--- src/rtl/prd_pkg.sv ---
package prd_pkg;
  localparam int CNT_W  = 15;
  localparam int CODE_W = 4;
  localparam int NCODES = 1 << CODE_W;
  // codes below ALIAS_TOP reuse the tap of code + ALIAS_OFS
  localparam int ALIAS_TOP = 3;
  localparam int ALIAS_OFS = 7;
  localparam int TAP_OFS   = 2;

  typedef logic [CNT_W-1:0]  cnt_t;
  typedef logic [CODE_W-1:0] code_t;

  function automatic int unsigned tap_index(input int unsigned code);
    int unsigned eff;
    eff = (code < ALIAS_TOP) ? code + ALIAS_OFS : code;
    return eff - TAP_OFS;
  endfunction
endpackage

--- src/rtl/prd_counter.sv ---
module prd_counter
  import prd_pkg::*;
(
  input  logic clk,
  input  logic rst_n,
  output cnt_t cnt_q,
  output cnt_t cnt_nxt
);
  assign cnt_nxt = cnt_q + cnt_t'(1);

  always_ff @(posedge clk or negedge rst_n) begin
    if (!rst_n) cnt_q <= '0;
    else        cnt_q <= cnt_nxt;
  end
endmodule

--- src/rtl/prd_tap_sel.sv ---
module prd_tap_sel
  import prd_pkg::*;
(
  input  cnt_t  cnt,
  input  code_t code,
  output logic  tap
);
  logic [NCODES-1:0] taps;

  assign taps[0] = 1'b0;
  for (genvar c = 1; c < NCODES; c++) begin : g_tap
    assign taps[c] = cnt[tap_index(c)];
  end

  assign tap = taps[code];
endmodule

--- src/rtl/prd_ctrl.sv ---
module prd_ctrl
  import prd_pkg::*;
(
  input  logic  clk,
  input  logic  rst_n,
  input  code_t req_code,
  input  logic  old_tap_n,
  input  logic  new_tap_n,
  input  logic  pf_clr,
  output code_t act_code,
  output logic  wave_q,
  output logic  rise,
  output logic  pf_q
);
  logic  act_live, edge_seen, take;
  code_t act_d;
  logic  wave_d, pf_d;

  always_comb begin
    act_live  = (act_code != '0);
    edge_seen = act_live && (old_tap_n != wave_q);
    rise      = act_live && old_tap_n && !wave_q;
    take      = !act_live || edge_seen;
    act_d     = take ? req_code : act_code;
    if (take) wave_d = (req_code != '0) && new_tap_n;
    else      wave_d = old_tap_n;
    pf_d      = rise || (pf_q && !pf_clr);
  end

  always_ff @(posedge clk or negedge rst_n) begin
    if (!rst_n) begin
      act_code <= '0;
      wave_q   <= 1'b0;
      pf_q     <= 1'b0;
    end else begin
      act_code <= act_d;
      wave_q   <= wave_d;
      pf_q     <= pf_d;
    end
  end
endmodule

--- src/rtl/periodic_rate_div.sv ---
module periodic_rate_div
  import prd_pkg::*;
(
  input  logic       clk,
  input  logic       rst_n,
  input  logic [3:0] rate_sel,
  input  logic       sqw_en,
  input  logic       pf_clr,
  output logic       sqw_out,
  output logic       pf_flag
);
  cnt_t  cnt_q, cnt_nxt;
  code_t act_code;
  logic  old_tap_n, new_tap_n, wave_q, rise;

  prd_counter u_cnt (
    .clk     (clk),
    .rst_n   (rst_n),
    .cnt_q   (cnt_q),
    .cnt_nxt (cnt_nxt)
  );

  prd_tap_sel u_tap_old (
    .cnt  (cnt_nxt),
    .code (act_code),
    .tap  (old_tap_n)
  );

  prd_tap_sel u_tap_new (
    .cnt  (cnt_nxt),
    .code (rate_sel),
    .tap  (new_tap_n)
  );

  prd_ctrl u_ctrl (
    .clk       (clk),
    .rst_n     (rst_n),
    .req_code  (rate_sel),
    .old_tap_n (old_tap_n),
    .new_tap_n (new_tap_n),
    .pf_clr    (pf_clr),
    .act_code  (act_code),
    .wave_q    (wave_q),
    .rise      (rise),
    .pf_q      (pf_flag)
  );

  assign sqw_out = wave_q && sqw_en;
endmodule

--- config.mk ---
export PLATFORM = sky130hd
export DESIGN_NAME = periodic_rate_div
export DESIGN_NICKNAME = d
export VERILOG_FILES = /design/src/rtl/prd_pkg.sv /design/src/rtl/prd_counter.sv /design/src/rtl/prd_tap_sel.sv /design/src/rtl/prd_ctrl.sv /design/src/rtl/periodic_rate_div.sv
export SDC_FILE = /design/constraint.sdc
export NUM_CORES = 1
export LEC_CHECK = 0
export ABC_CLOCK_PERIOD_IN_PS = 4070
export BUFFER_PORTS_ARGS = -buffer_cell sky130_fd_sc_hd__buf_4
export CAP_MARGIN = 30
export CELL_PAD_IN_SITES_DETAIL_PLACEMENT = 0
export CELL_PAD_IN_SITES_GLOBAL_PLACEMENT = 1
export CORE_ASPECT_RATIO = 1.1
export CORE_MARGIN = 5
export CORE_UTILIZATION = 50
export CTS_CLUSTER_SIZE = 16
export DETAILED_ROUTE_END_ITERATION = 7
export PLACE_DENSITY_LB_ADDON = 0.15
export SKIP_CTS_REPAIR_TIMING = 1
export SLEW_MARGIN = 25
export SYNTH_ARGS = -nofsm -noshare
export SYNTH_HDL_FRONTEND = slang
export SYNTH_SLANG_ARGS = --single-unit
--- constraint.sdc ---
create_clock -name clk -period 4.07 [get_ports clk]
set_clock_uncertainty 0.05 [all_clocks]
set_input_delay 0.6105 -clock clk [delete_from_list [all_inputs] [get_ports clk]]
set_output_delay 0.6105 -clock clk [all_outputs]
set_load 0.03 [all_outputs]
# [After elaboration in Yosys (flattened, before gate mapping)]
# Index checks and enable logic that the tools add are counted.
# W data, S select, Z words.
[word_totals] input_bits=8 ff_bits=21 output_inout_bits=2
[classes] mux=5 reduce_logical=13 n_eq_ne=1 addsub=1 order_cmp=2
[ops] op="$add A15 B1 Y15 const B" n=1
[ops] op="$lt A4 B5 Y1 const B" n=2
[ops] op="$bmux W1 S4" n=2
[ops] op="$reduce_bool A4 Y1" n=2
[ops] op="$logic_and A1 B1 Y1" n=6
[ops] op="$logic_not A1 Y1" n=3
[ops] op="$mux W1" n=3
[ops] op="$logic_or A1 B1 Y1" n=2
[ops] op="$ne A1 B1 Y1" n=1

# [Longest topological paths before layout]
[depth] ltp_word=7 ltp_mapped=10

# [Modules after synthesis]
# Synthesis repeated with hierarchy kept, for this count alone.
[unflattened] cells_unflattened=96 hier_area_um2=1208.7
[modules_own_cells] module="prd_counter" area_per_inst_um2=651.9 seq_area_each_um2=375.4 cells_per_inst=56 instances=1
[modules_own_cells] module="prd_tap_sel" area_per_inst_um2=140.1 seq_area_each_um2=0.0 cells_per_inst=10 instances=2
[modules_own_cells] module="prd_ctrl" area_per_inst_um2=270.3 seq_area_each_um2=150.1 cells_per_inst=19 instances=1
[modules_own_cells] module="periodic_rate_div" area_per_inst_um2=6.3 seq_area_each_um2=0.0 cells_per_inst=1 instances=1

# [Worst setup path after synthesis]
# No wires, ideal clock.
[synth_path] kind="reg2reg" start="register u_cnt.cnt_q[0]" end="register u_ctrl.act_code[0]" stages_incl_launch_ff=10 t_arrival_ps=2444 setup_slack_ps=1451 required_time_ps=3895 n_path_buf=1 setup_ps=125 cell_sequence="dfrtp_1 -> ha_1 -> clkbuf_1 -> and3_4 -> a31oi_1 -> o41a_1 -> a221oi_4 -> o21ai_2 -> a2bb2oi_4 -> mux2_4"
[synth_between] elab_chain_cells=6
[synth_lines] element="start, declared" line_no="prd_counter.sv:6" rtl="output cnt_t cnt_q,"
[synth_lines] element="start signal, assigned" line_no="prd_counter.sv:13" rtl="else cnt_q <= cnt_nxt;"
[synth_lines] element="$add A15 B1 Y15" line_no="prd_counter.sv:9" rtl="assign cnt_nxt = cnt_q + cnt_t'(1);"
[synth_lines] element="$bmux W1 S4" line_no="prd_tap_sel.sv:15" rtl="assign tap = taps[code];"
[synth_lines] element="$mux W1 (not written as such)" line_no="prd_tap_sel.sv:15"
[synth_lines] element="$ne A1 B1 Y1" line_no="prd_ctrl.sv:21" rtl="edge_seen = act_live && (old_tap_n != wave_q);"
[synth_lines] element="$logic_and A1 B1 Y1" line_no="prd_ctrl.sv:21"
[synth_lines] element="$logic_or A1 B1 Y1" line_no="prd_ctrl.sv:23" rtl="take = !act_live || edge_seen;"
[synth_lines] element="end signal, assigned" line_no="prd_ctrl.sv:36" rtl="act_code <= act_d;"
[synth_lines] element="end, declared" line_no="prd_ctrl.sv:10" rtl="output code_t act_code,"
# No other way between the ends. The select of a mux whose other input is x is not followed.
# A chain may end at the register's enable or synchronous reset.

# [Worst setup path in the final report]
[layout_path] start="register u_cnt.cnt_q[0]" end="register u_ctrl.act_code[3]"
# The elaborated chain is that of the path after synthesis.

==> metrics.md <==
| Metric | Value |
|---|---|
| Outcome | `finished clean` |
| Tightest Pin Transition | `0.458 ns` |
| Worst Setup Start Kind | `register` |
| Layout cells sized above 1 | `19.6%` |
| Critical Path Sink Type | `register` |
| Worst min path class | `input pin to async pin` |
| Hold_ws | `0.115 ns` |
| Max-cap violations | `0` |
| Relative slew slack | `69.2%` |
| # DRC | `0` |
| 1st-pass router iterations | `4` |
| Simple logic cell fraction of the synthesized area | `23.7%` |
| PortBufs | `9` |
| Global-route wire length before repair | `5220 um` |
| DIE AREA | `3840 um^2` |
| Multiplexer area fraction after synthesis | `9.26%` |
| Yosys reg bits | `20` |
| Post-layout nets | `154` |
| Hold Vio Cnt, Final | `0` |
| Critical Path Sink | `u_ctrl.act_code[3]` |
| Fraction of registers with async set/reset | `100%` |
| Compound-Gate Fraction of Synth Area | `18.6%` |
| Main combinational cell family by area after synthesis | `simple AND/OR/NAND/NOR gates` |
| N_diodes | `0` |
| Post-layout min period | `2.81 ns` |
| Reg-to-reg startpoint | `u_cnt.cnt_q[0]` |
| IO Pins | `10` |
| Leakage Power | `0.656 nW` |
| Max Clk Rate | `356 MHz` |
| Area growth syn-to-layout | `6.85%` |
| Fill cells | `217` |
| Vias | `1080` |
| Post-Syn Area | `1350 um^2` |
| Crit-path cells | `ha_1 -> nand4_1 -> or3_1 -> nand3_1 -> o21ai_0 -> a221oi_4 -> o21ai_2 -> a2bb2oi_4 -> mux2_4` |
| RR Endpoint | `u_ctrl.act_code[3]` |
| DRT iter0 DRCs | `33` |
| CTS Buffer Depth | `2` |
| Largest net degree at the start of global routing | `21` |
| Max VDD drop | `0.000557 V` |
| Crit share post-route | `68.9%` |
| Vias per cell | `6.21` |
| Routability congestion estimate | `0.884` |
| PnR worst setup slack | `1.26 ns` |
| Cell variety after synth | `47` |
| Overall fraction of global-route tracks in use | `17.9%` |
| Sink Count | `20` |
| Most used flip-flop cell after synthesis | `dfrtp_1` |
| Post-DP HPWL | `2330 um` |
| WP data required | `4.21 ns` |
| Depth of the most critical reg-to-reg path | `9` |
| Slew Limit Fails | `0` |
| Arrival @ worst endpoint | `2.95 ns` |
| CTS root buf | `clkbuf_4` |
| CP max FO | `8` |
| Detail Route Antenna Nets | `0` |
| Post-synth EDFFs | `0` |
| Post-synthesis sequential area ratio | `37.0%` |
| Pwr Density | `498 nW/um^2` |
| Synth warn | `0` |
| Synth Area in XOR/XNOR | `5.83%` |
| Worst R2R Setup Slack | `1.26 ns` |
| Pre-CTS worst setup slack | `1.28 ns` |
| Core box area | `2540 um^2` |
| Critical path class | `register to register` |
| Grt ovf | `0` |
| Initial Util | `53.1%` |
| Routed length per placed instance | `17.3 um` |
| H-Tree Depth | `1` |
| Syn_nets | `147` |
| Synth Area in Adders | `0.926%` |
| Setup TNS | `0 ns` |
| CTS clk-pin slew, worst paths | `0.11 ns` |
| Initial antenna violation count | `0` |
| Cells after Synth | `138` |
| Total CTS buffers | `3` |
| Syn_area_per_cell | `9.79 um^2` |
| CTS tree | `done` |
| Multi-input gate area | `788 um^2` |
| Die Ht | `64.5 um` |
| Clock Latency Late Sink | `0.30 ns` |
| Reg area | `500 um^2` |
| Final setup violation count | `0` |
| CP peak stage delay | `0.44 ns` |
| Rows | `19` |
| Critical Path Start | `u_cnt.cnt_q[0]` |
| RSZ-0062 raised after global routing | `no` |
| Final wirelength | `3010 um` |
| Vias in the first global route | `1043` |
| Die X | `59.6 um` |
| Total power | `0.719 mW` |
| Critical-path top delay cell | `dfrtp_1` |
[registers in the layout, summed over array words and instances, names as in the netlist]
signal           cells
u_ctrl.act_code      4
u_cnt.cnt_q         14
u_ctrl.wave_q        1
u_ctrl.pf_q          1
[how the worst min path moves through the flow]
stage                from               to  slack [ns]  cells past startpoint
floorplan           rst_n   u_cnt.cnt_q[0]        0.26                      0
global placement    rst_n   u_cnt.cnt_q[8]        0.45                      1
detailed placement  rst_n  u_cnt.cnt_q[11]        0.46                      1
CTS                 rst_n   u_cnt.cnt_q[9]        0.12                      1
global route        rst_n  u_cnt.cnt_q[11]        0.11                      1
finish              rst_n   u_cnt.cnt_q[4]        0.11                      1
[cell usage after synthesis, drive strengths merged, types with 3 or more instances]
cell | count | area share, %
a21oi | 5 | 2.1
a31oi | 3 | 1.4
and2 | 3 | 1.4
and3 | 3 | 1.8
and4 | 3 | 1.9
buf | 4 | 1.9
clkbuf | 3 | 0.83
dfrtp | 20 | 37
inv | 7 | 1.9
mux2 | 4 | 4.4
nand2 | 14 | 3.9
nand3 | 8 | 3.3
nand4 | 5 | 2.8
nor2 | 10 | 2.8
nor3 | 3 | 1.1
o21ai | 6 | 2.5
o31ai | 3 | 2.0
or3 | 3 | 1.8
xnor2 | 7 | 4.5
[cells by family after synthesis]
family	count (synthesis)
DFF	20
buffers and inverters	14
and+or+nand+nor	57
muxes	8
AOI/OAI and AO/OA	29
xor gates and xnor gates	9
adders and majority gates	1
[through the flow]
step | std cells | util, % | instance area, um^2
after floorplan | 138 | - | 1350
final | 174 | 56.8 | 1440
after global routing | 174 | 56.8 | 1440
after CTS | 174 | 56.8 | 1440
after detailed placement | 171 | 55.9 | 1420
after global placement | 171 | 55.9 | 1420
[routing by layer]
metal / vias to the layer above / wire length [um] / GRT usage (%)
met4: 0 / 57 / 6.65
met3: 6 / 141 / 2.38
li1: 518 / - / -
met5: - / 0 / 0
met2: 30 / 1460 / 29.0
met1: 526 / 1360 / 24.1
[power by group]
group	switching [mW]	internal, mW	leakage, nW
logic	0.159	0.175	0.389
clock network	0.0602	0.0345	0.0138
registers	0.0613	0.228	0.253
total	0.281	0.438	0.656
[critical path, delay by kind of cell, from the launching register on]
kind                     cells  cell delay [ns]
AO/OA/AOI/OAI                4             0.91
AND/OR/NAND/NOR              3             0.61
flip-flops                   1             0.44
adder cells (fa/ha/maj)      1             0.36
multiplexers                 1             0.33
[area by class of cell]
class                   count  area share [%]
well taps                  31            2.69
multi-input cells         104            54.6
inverters                   7            1.82
clock buffers               3            1.56
flip-flops and latches     20            34.7
repair buffers              9            4.68
[placed cells by master, fill, tap and decap left out, types with 2 or more instances in the layout]
cell type	n
o31ai_1	2
mux2_4	4
clkbuf_4	3
mux4_2	2
xor2_1	2
o21ai_0	5
nand3_1	7
dfrtp_1	20
nor2b_1	2
nor2_1	10
a31oi_1	3
and4_1	3
nand2_1	14
and3_1	2
mux2i_1	2
xnor2_1	7
nor3_1	3
buf_4	9
or3_1	2
a21oi_1	4
and2_1	3
nand4_1	4
inv_1	7
(Power assumes the default switching activity.)
